<file path="src/rtl/refill_engine.sv">
module refill_engine #(
  parameter int TBL_W  = 16,
  parameter int TBL_H  = 16,
  parameter int TID_W  = 4,
  parameter int YOFF_W = 8,
  parameter int ENG_ID = 1,
  localparam int IDX_W = $clog2(TBL_W * TBL_H)
) (
  input  logic              clk,
  input  logic              rst_n,
  input  logic              reg_we,
  input  logic [2:0]        reg_addr,
  input  logic [31:0]       reg_wdata,
  output logic [31:0]       reg_rdata,
  output logic              mem_req,
  output logic [31:0]       mem_addr,
  input  logic              mem_rvalid,
  input  logic [31:0]       mem_rdata,
  output logic              tbl_we,
  output logic [IDX_W-1:0]  tbl_idx,
  output logic [TID_W-1:0]  tbl_id,
  output logic [31:0]       tbl_data,
  output logic              irq
);
  localparam int GRP = 8 * ENG_ID;
  localparam logic [2:0] A_PTR = 3'd0, A_STAT = 3'd1, A_IST = 3'd2, A_IEN = 3'd3, A_YOFF = 3'd4;
  localparam int B_DONE = 2, B_ERR = 3, B_FILL = 7;

  typedef enum logic [1:0] {S_IDLE, S_HDR, S_DATA} st_t;
  st_t st;

  logic [31:0]       ptr_wr_q, ptr_q;
  logic [27:0]       dptr_q, next_q;
  logic [15:0]       x0_q, y0_q, x1_q, y1_q, cx_q, cy_q;
  logic              en_q;
  logic [TID_W-1:0]  tid_q;
  logic [2:0]        hcnt_q;
  logic              err_q;
  logic [7:0]        ist_q, ien_q;
  logic [YOFF_W-1:0] yoff_q;

  logic ptr_wr, go, hdr_end, rect_end, bad, ev_err, ev_done;
  logic [16:0] ylast, yabs;
  logic [7:0] ev_set, ev_clr;

  assign ptr_wr   = reg_we && reg_addr == A_PTR;
  assign go       = ptr_wr && |reg_wdata[31:4];
  assign hdr_end  = st == S_HDR && mem_rvalid && hcnt_q == 3'd4 && !ptr_wr;
  assign rect_end = st == S_DATA && mem_rvalid && cx_q == x1_q && cy_q == y1_q && !ptr_wr;
  assign ylast    = {1'b0, y1_q} + 17'(yoff_q);
  assign yabs     = {1'b0, cy_q} + 17'(yoff_q);
  assign bad      = (x1_q < x0_q) || (y1_q < y0_q) ||
                    (32'(x1_q) >= 32'(TBL_W)) || (32'(ylast) >= 32'(TBL_H));
  assign ev_err   = hdr_end && bad;
  assign ev_done  = (hdr_end && !bad && !en_q && ~|mem_rdata[31:4]) ||
                    (rect_end && ~|next_q);
  assign ev_set   = (8'(hdr_end) << B_FILL) | (8'(ev_done) << B_DONE) | (8'(ev_err) << B_ERR);
  assign ev_clr   = (reg_we && reg_addr == A_IST) ? reg_wdata[GRP +: 8] : 8'h00;

  assign mem_req  = st != S_IDLE;
  assign mem_addr = ptr_q;
  assign tbl_we   = st == S_DATA && mem_rvalid && !ptr_wr;
  assign tbl_idx  = IDX_W'(32'(yabs) * 32'(TBL_W) + 32'(cx_q));
  assign tbl_id   = tid_q;
  assign tbl_data = mem_rdata;
  assign irq      = |(ist_q & ien_q);

  always_ff @(posedge clk or negedge rst_n) begin
    if (!rst_n) begin
      st       <= S_IDLE;
      ptr_wr_q <= '0;
      ptr_q    <= '0;
      dptr_q   <= '0;
      next_q   <= '0;
      x0_q     <= '0;
      y0_q     <= '0;
      x1_q     <= '0;
      y1_q     <= '0;
      cx_q     <= '0;
      cy_q     <= '0;
      en_q     <= 1'b0;
      tid_q    <= '0;
      hcnt_q   <= '0;
      err_q    <= 1'b0;
    end else if (ptr_wr) begin
      ptr_wr_q <= reg_wdata;
      ptr_q    <= {reg_wdata[31:4], 4'h0};
      hcnt_q   <= '0;
      st       <= go ? S_HDR : S_IDLE;
      if (go) err_q <= 1'b0;
    end else begin
      case (st)
        S_HDR: if (mem_rvalid) begin
          ptr_q  <= ptr_q + 32'd4;
          hcnt_q <= hcnt_q + 3'd1;
          case (hcnt_q)
            3'd0: {y0_q, x0_q} <= mem_rdata;
            3'd1: {y1_q, x1_q} <= mem_rdata;
            3'd2: begin
              en_q  <= mem_rdata[0];
              tid_q <= mem_rdata[8 +: TID_W];
            end
            3'd3: dptr_q <= mem_rdata[31:4];
            default: next_q <= mem_rdata[31:4];
          endcase
          if (hdr_end) begin
            hcnt_q <= '0;
            if (bad) begin
              err_q <= 1'b1;
              st    <= S_IDLE;
            end else if (!en_q) begin
              if (~|mem_rdata[31:4]) st <= S_IDLE;
              else ptr_q <= {mem_rdata[31:4], 4'h0};
            end else begin
              st    <= S_DATA;
              ptr_q <= {dptr_q, 4'h0};
              cx_q  <= x0_q;
              cy_q  <= y0_q;
            end
          end
        end
        S_DATA: if (mem_rvalid) begin
          ptr_q <= ptr_q + 32'd4;
          if (cx_q != x1_q) begin
            cx_q <= cx_q + 16'd1;
          end else begin
            cx_q <= x0_q;
            if (cy_q != y1_q) begin
              cy_q <= cy_q + 16'd1;
            end else if (~|next_q) begin
              st <= S_IDLE;
            end else begin
              st     <= S_HDR;
              hcnt_q <= '0;
              ptr_q  <= {next_q, 4'h0};
            end
          end
        end
        default: ;
      endcase
    end
  end

  always_ff @(posedge clk or negedge rst_n) begin
    if (!rst_n) begin
      ist_q  <= '0;
      ien_q  <= '0;
      yoff_q <= '0;
    end else begin
      ist_q <= (ist_q & ~ev_clr) | ev_set;
      if (reg_we && reg_addr == A_IEN)  ien_q  <= reg_wdata[GRP +: 8];
      if (reg_we && reg_addr == A_YOFF) yoff_q <= reg_wdata[YOFF_W-1:0];
    end
  end

  always_comb begin
    case (reg_addr)
      A_PTR:   reg_rdata = ptr_wr_q;
      A_STAT:  reg_rdata = {30'd0, err_q, st == S_IDLE};
      A_IST:   reg_rdata = 32'(ist_q) << GRP;
      A_IEN:   reg_rdata = 32'(ien_q) << GRP;
      A_YOFF:  reg_rdata = 32'(yoff_q);
      default: reg_rdata = 32'd0;
    endcase
  end
endmodule

</file>
<file path="config.mk">
export PLATFORM = sky130hd
export DESIGN_NAME = refill_engine
export DESIGN_NICKNAME = d
export VERILOG_FILES = /design/src/rtl/refill_engine.sv
export SDC_FILE = /design/constraint.sdc
export NUM_CORES = 1
export LEC_CHECK = 0
export ABC_AREA = 1
export BUFFER_PORTS_ARGS = -buffer_cell sky130_fd_sc_hd__buf_2
export CAP_MARGIN = 20
export CELL_PAD_IN_SITES_DETAIL_PLACEMENT = 1
export CELL_PAD_IN_SITES_GLOBAL_PLACEMENT = 2
export CORE_ASPECT_RATIO = 1.75
export CORE_MARGIN = 2
export CORE_UTILIZATION = 36
export DETAILED_ROUTE_END_ITERATION = 16
export PLACE_DENSITY = 0.84
export SYNTH_ARGS = -nofsm -noshare
export SYNTH_HDL_FRONTEND = slang
export SYNTH_SLANG_ARGS = --single-unit
</file>
<file path="constraint.sdc">
create_clock -name clk -period 7.98 [get_ports clk]
set_clock_uncertainty 0.2 [all_clocks]
set_input_delay 1.596 -clock clk [delete_from_list [all_inputs] [get_ports clk]]
set_output_delay 1.596 -clock clk [all_outputs]
set_load 0.05 [all_outputs]
</file>
# Word-level counts from Yosys, hierarchy flattened
# Index checks and enable logic that the tools add are counted.
[op_classes] n_reduce_logical=53 addsub=7 bitwise_logic=8 magnitude_cmp=4 eq_ne=29 n_mux=54
[op_table] cell="$mux 32" n=10
[op_table] cell="$mux 16" n=13
[op_table] cell="$pmux 32 s5" n=1
[op_table] cell="$reduce_or 28->1" n=3
[op_table] cell="$pmux 16 s2" n=2
[op_table] cell="$pmux 32 s2" n=1
[op_table] cell="$add 16x1->16 const B" n=2
[op_table] cell="$add 32x3->32 const B" n=1
[op_table] cell="$eq 16x16->1" n=2
[op_table] cell="$lt 16x16->1" n=2
[op_table] cell="$ne 16x16->1" n=2
[op_table] cell="$mux 3" n=7
[op_table] cell="$reduce_and 4->1" n=5
[op_table] cell="$logic_and 1x1->1" n=18
[op_table] cell="$mux 2" n=9
[op_table] cell="$add 16x8->17" n=1
[op_table] cell="$ge 17x5->1 const B" n=1
[op_table] cell="$and 8x8->8" n=2
[op_table] cell="$ge 16x5->1 const B" n=1
[op_table] cell="$ne 3x3->1 const B" n=5
[op_table] cell="$reduce_and 7->1" n=2
[op_table] cell="$eq 3x2->1 const B" n=4
[op_table] cell="$ne 2x2->1 const B" n=6
[op_table] cell="$reduce_bool 2->1" n=6
[op_table] cell="30 further kinds" n=49
[word_totals] reg_bits=251 wordCells=173

# Logic depth before layout (Yosys ltp)
[logic_depth] word_depth=12 ltp_mapped=22

# Least setup slack after synthesis
# Ideal clock, no wire load.
[synth_path] path_type="input-to-output" start="input port reg_addr[1]" end="output port reg_rdata[4]" setup_slack_ns=2.812 arrival_ns=3.372 path_stages=5 n_path_buf=0 path_cell_list="nor2_1 inv_1 nor2_1 clkinv_1 o21ai_0"
[synth_via] elab_chain_cells=2
[synth_rtl] item="start, declared" line_no="12" source="input logic [2:0] reg_addr,"
[synth_rtl] item="$eq 3x3->1, or another cell as far along" line_no="157" source="case (reg_addr)"
[synth_rtl] item="$pmux 32 s5 (*)" line_no="157"
[synth_rtl] item="end, declared" line_no="14" source="output logic [31:0] reg_rdata,"
# Mark *: on every way between the ends. The rest lies on a longest branch, timed or not.

# Final worst setup path
[layout_path] start="input port reg_addr[1]" end="output port reg_rdata[12]"
# Same word-level chain as after synthesis.

==> summary.txt <==
Worst setup path
  – R2R Path Start: yoff_q[0]$_DFFE_PN0P_
  – RR Endpoint: cy_q[14]$_DFFE_PN0P_
  – R2R setup slack: 3.89 ns
  – R2R depth: 17
  – CP peak stage delay: 0.69 ns
  – Crit path capture type: primary output
  – Req. time, crit path: 6.18 ns
  – Worst-path fanout max: 28
  – Crit path buf inv count: 4
  – Crit start category: input pin
  – Critical-path top delay cell: clkinv_1
  – Critical-path cell list: buf_2, nor2_1, inv_1, nor2_1, clkinv_1, o211ai_1, buf_2
  – Top delay family on crit path: buffers and inverters
  – Critical path type: input pin to primary output
  – Worst Path Arrival: 3.65 ns

Finish
  – Share of cells above drive strength 1: 11.1%
  – Area delta synth->final: 13.5%
  – Non-Filler Instances: 2939
  – Fill count: 5652
  – Nets: 2479
  – Reg area: 6230 um^2
  – Core Util, Final: 41.5%
  – Area of the multi-input gates: 8040 um^2
  – Fin area: 18000 um^2

Placement
  – Gpl congestion: 0.896
  – Port Buffer Count: 179
  – Detail Placement HPWL: 47000 um
  – Area after DPL: 17000 um^2
  – Placed cells: 2887

Job
  – MaxCap Viol Count: 0

Timing
  – Peak Freq: 184 MHz
  – Final period utilization: 68.2%
  – Setup TNS: 0 ns
  – Worst-Margin Slew: 1.15 ns
  – RSZ-0062 raised after global routing: false
  – Slew Viols, Final: 0
  – Hold Vio Cnt, Final: 0
  – Relative slew slack: 23.6%
  – Fin crit period: 5.44 ns
  – WHS: 0.286 ns
  – Count of final setup violators: 0

Synth
  – Synth warn: 0
  – Synthesized instance count: 2241
  – Commonest cells in the netlist: nand2_1, inv_1, o21ai_0, dfrtp_1, nor2_1
  – Synth Register Bits: 249
  – Most frequent cell after synthesis: nand2_1
  – EDFF count, synth: 0
  – Synth Cell Area: 15900 um^2
  – Ys flop type: dfrtp_1
  – Ys async rst share: 100%
  – Syn_area_per_cell: 7.09 um^2
  – Synth top area cells: dfrtp_1, nand2_1, o21ai_0, inv_1, nor2_1
  – Dominant cell type by area after synthesis: dfrtp_1
  – Sequential area share after synthesis: 39.2%
  – Synth unique cells: 51
  – Top-area cell type share of the netlist area: 39.2%

Detailed routing
  – Residual DRC: 0
  – Drt via density: 5.28
  – Final wirelength: 60500 um
  – DR vias: 15500
  – WL/cell: 20.6 um
  – Pre-antenna DRT Iters: 6
  – Initial DRC Count: 771
  – DRT antenna net count: 0

GRT
  – Gr usage total: 26.6%
  – First-pass GRT wire length: 94000 um
  – Gr ovfl total: 0
  – Vias in the first global route: 16400
  – Pin count of the biggest net entering global routing: 161
  – Initial antenna violation count: 1

Pwr
  – Worst vdd ir: 0.375 mV
  – LEAKAGE: 0.00916 uW
  – Pwr Density: 403 nW/um^2

Hold path
  – Hold EP: x0_q[6]$_DFFE_PN0P_
  – Hold Startpoint: x0_q[6]$_DFFE_PN0P_
  – Min-Delay Path Class: flop to flop
  – WHS Path Cells: 2

Clocking
  – Hold-fix buffers, CTS: 0
  – TritonCTS sink count: 249
  – CTS tree: done
  – Num CTS Buffers: 27
  – Clk_lat worst skew: 0.56 ns
  – Longest Clk Path Bufs: 3
  – Clock slew at reported path FFs: 0.06 ns
  – Number of buffers added for setup after CTS: 0
  – CTS resizes: 0
  – CTS Root Cell: clkbuf_16
  – H-tree depth: 1

Die
  – # rows: 101
  – Initial core utilization: 36.6%
  – Die area: 45900 um^2
  – Area of the core: 43500 um^2
  – Height of the chip: 282 um
  – DIE WIDTH: 163 um
  – Ports: 182

Run status
  – Status: complete, no violations
## placed cells by master (no fill, tap or decap), types with 3 or more instances in the layout
cell type and instances:
nand2_1 658, inv_1 274, o21ai_0 265, dfrtp_1 249, nor2_1 190, buf_2 178, nand3_1 94, a21oi_1 78
ha_1 52, xor2_1 42, nand4_1 38, o211ai_1 33, xnor2_1 29, clkbuf_16 27, nor3_1 26, nor4_1 16
o21bai_1 15, buf_4 13, nand3b_1 9, o22ai_1 6, clkinvlp_4 6, a22o_1 5, bufinv_16 5, or2_2 4
o31ai_1 4, clkinv_1 3, a22oi_1 3, fa_1 3, clkbuf_8 3, clkinv_2 3, buf_8 3
## final cells by class
cell class | count | share of cell area (%)
clock buffer | 31 | 4.00
multi-input combinational | 1601 | 44.6
antenna | 1 | 0.0139
sequential | 249 | 34.5
inverter | 279 | 5.81
clock inverter | 17 | 1.31
tap | 566 | 3.93
timing repair buffer | 195 | 5.84
## where the power goes
part	internal (uW)	switching [uW]	leakage, uW
clock network	813	588	0.000452
logic	1070	2520	0.00558
registers	1730	556	0.00312
## cell families after synthesis
| group | synth area share (%) |
|---|---|
| other | 0.0236 |
| buffers and inverters | 10.3 |
| AND/OR/NAND/NOR | 27.4 |
| multiplexers | 0.0630 |
| adder cells (fa/ha/maj) | 4.47 |
| flip-flops | 39.2 |
| AO/OA/AOI/OAI | 14.6 |
| XOR/XNOR | 3.91 |
## stage by stage
step | setup WS (ns) | power [uW]
floorplan | 2.81 | 4700
global placement | 2.55 | 5750
detailed placement | 2.38 | 5880
CTS | 2.50 | 7320
global route | 2.14 | 7840
finish | 2.54 | 7270
## per-layer routing
layer / GRT usage (%) / up-vias / share of wire (%)
met5: 0 / - / 0
met4: 15.6 / 0 / 6.6
met3: 2.40 / 148 / 3.1
met2: 50.3 / 370 / 53
met1: 28.6 / 7595 / 37
li1: - / 7398 / -
## tightest hold or removal path, delay by kind of cell, from the launching register on
kind	cells	cell delay [ns]
flip-flops	1	0.34
AO/OA/AOI/OAI	1	0.06
AND/OR/NAND/NOR	1	0.05
## sequential cells by signal, summed over array words and instances (netlist names)
| register | cells |
|---|---|
| ptr_wr_q | 32 |
| mem_addr | 30 |
| dptr_q | 28 |
| next_q | 28 |
| cx_q | 16 |
| cy_q | 16 |
| x0_q | 16 |
| x1_q | 16 |
| y0_q | 16 |
| y1_q | 16 |
| ien_q | 8 |
| ist_q | 8 |
| yoff_q | 8 |
| tbl_id | 4 |
| hcnt_q | 3 |
| st | 2 |
| en_q | 1 |
| err_q | 1 |
## how the worst max path moves through the flow
| stage | slack (ns) | start | endpoint | depth (start not counted) |
|---|---|---|---|---|
| after floorplan | 2.81 | reg_addr[1] | reg_rdata[4] | 5 |
| after global placement | 2.55 | reg_addr[1] | mem_addr[16]$_DFFE_PN0P_ | 14 |
| after detailed placement | 2.38 | reg_addr[1] | mem_addr[16]$_DFFE_PN0P_ | 14 |
| after CTS | 2.50 | reg_addr[1] | reg_rdata[12] | 7 |
| after global routing | 2.14 | reg_addr[1] | reg_rdata[4] | 7 |
| final | 2.54 | reg_addr[1] | reg_rdata[12] | 7 |
No activity file was read; power rests on OpenSTA's default activity.
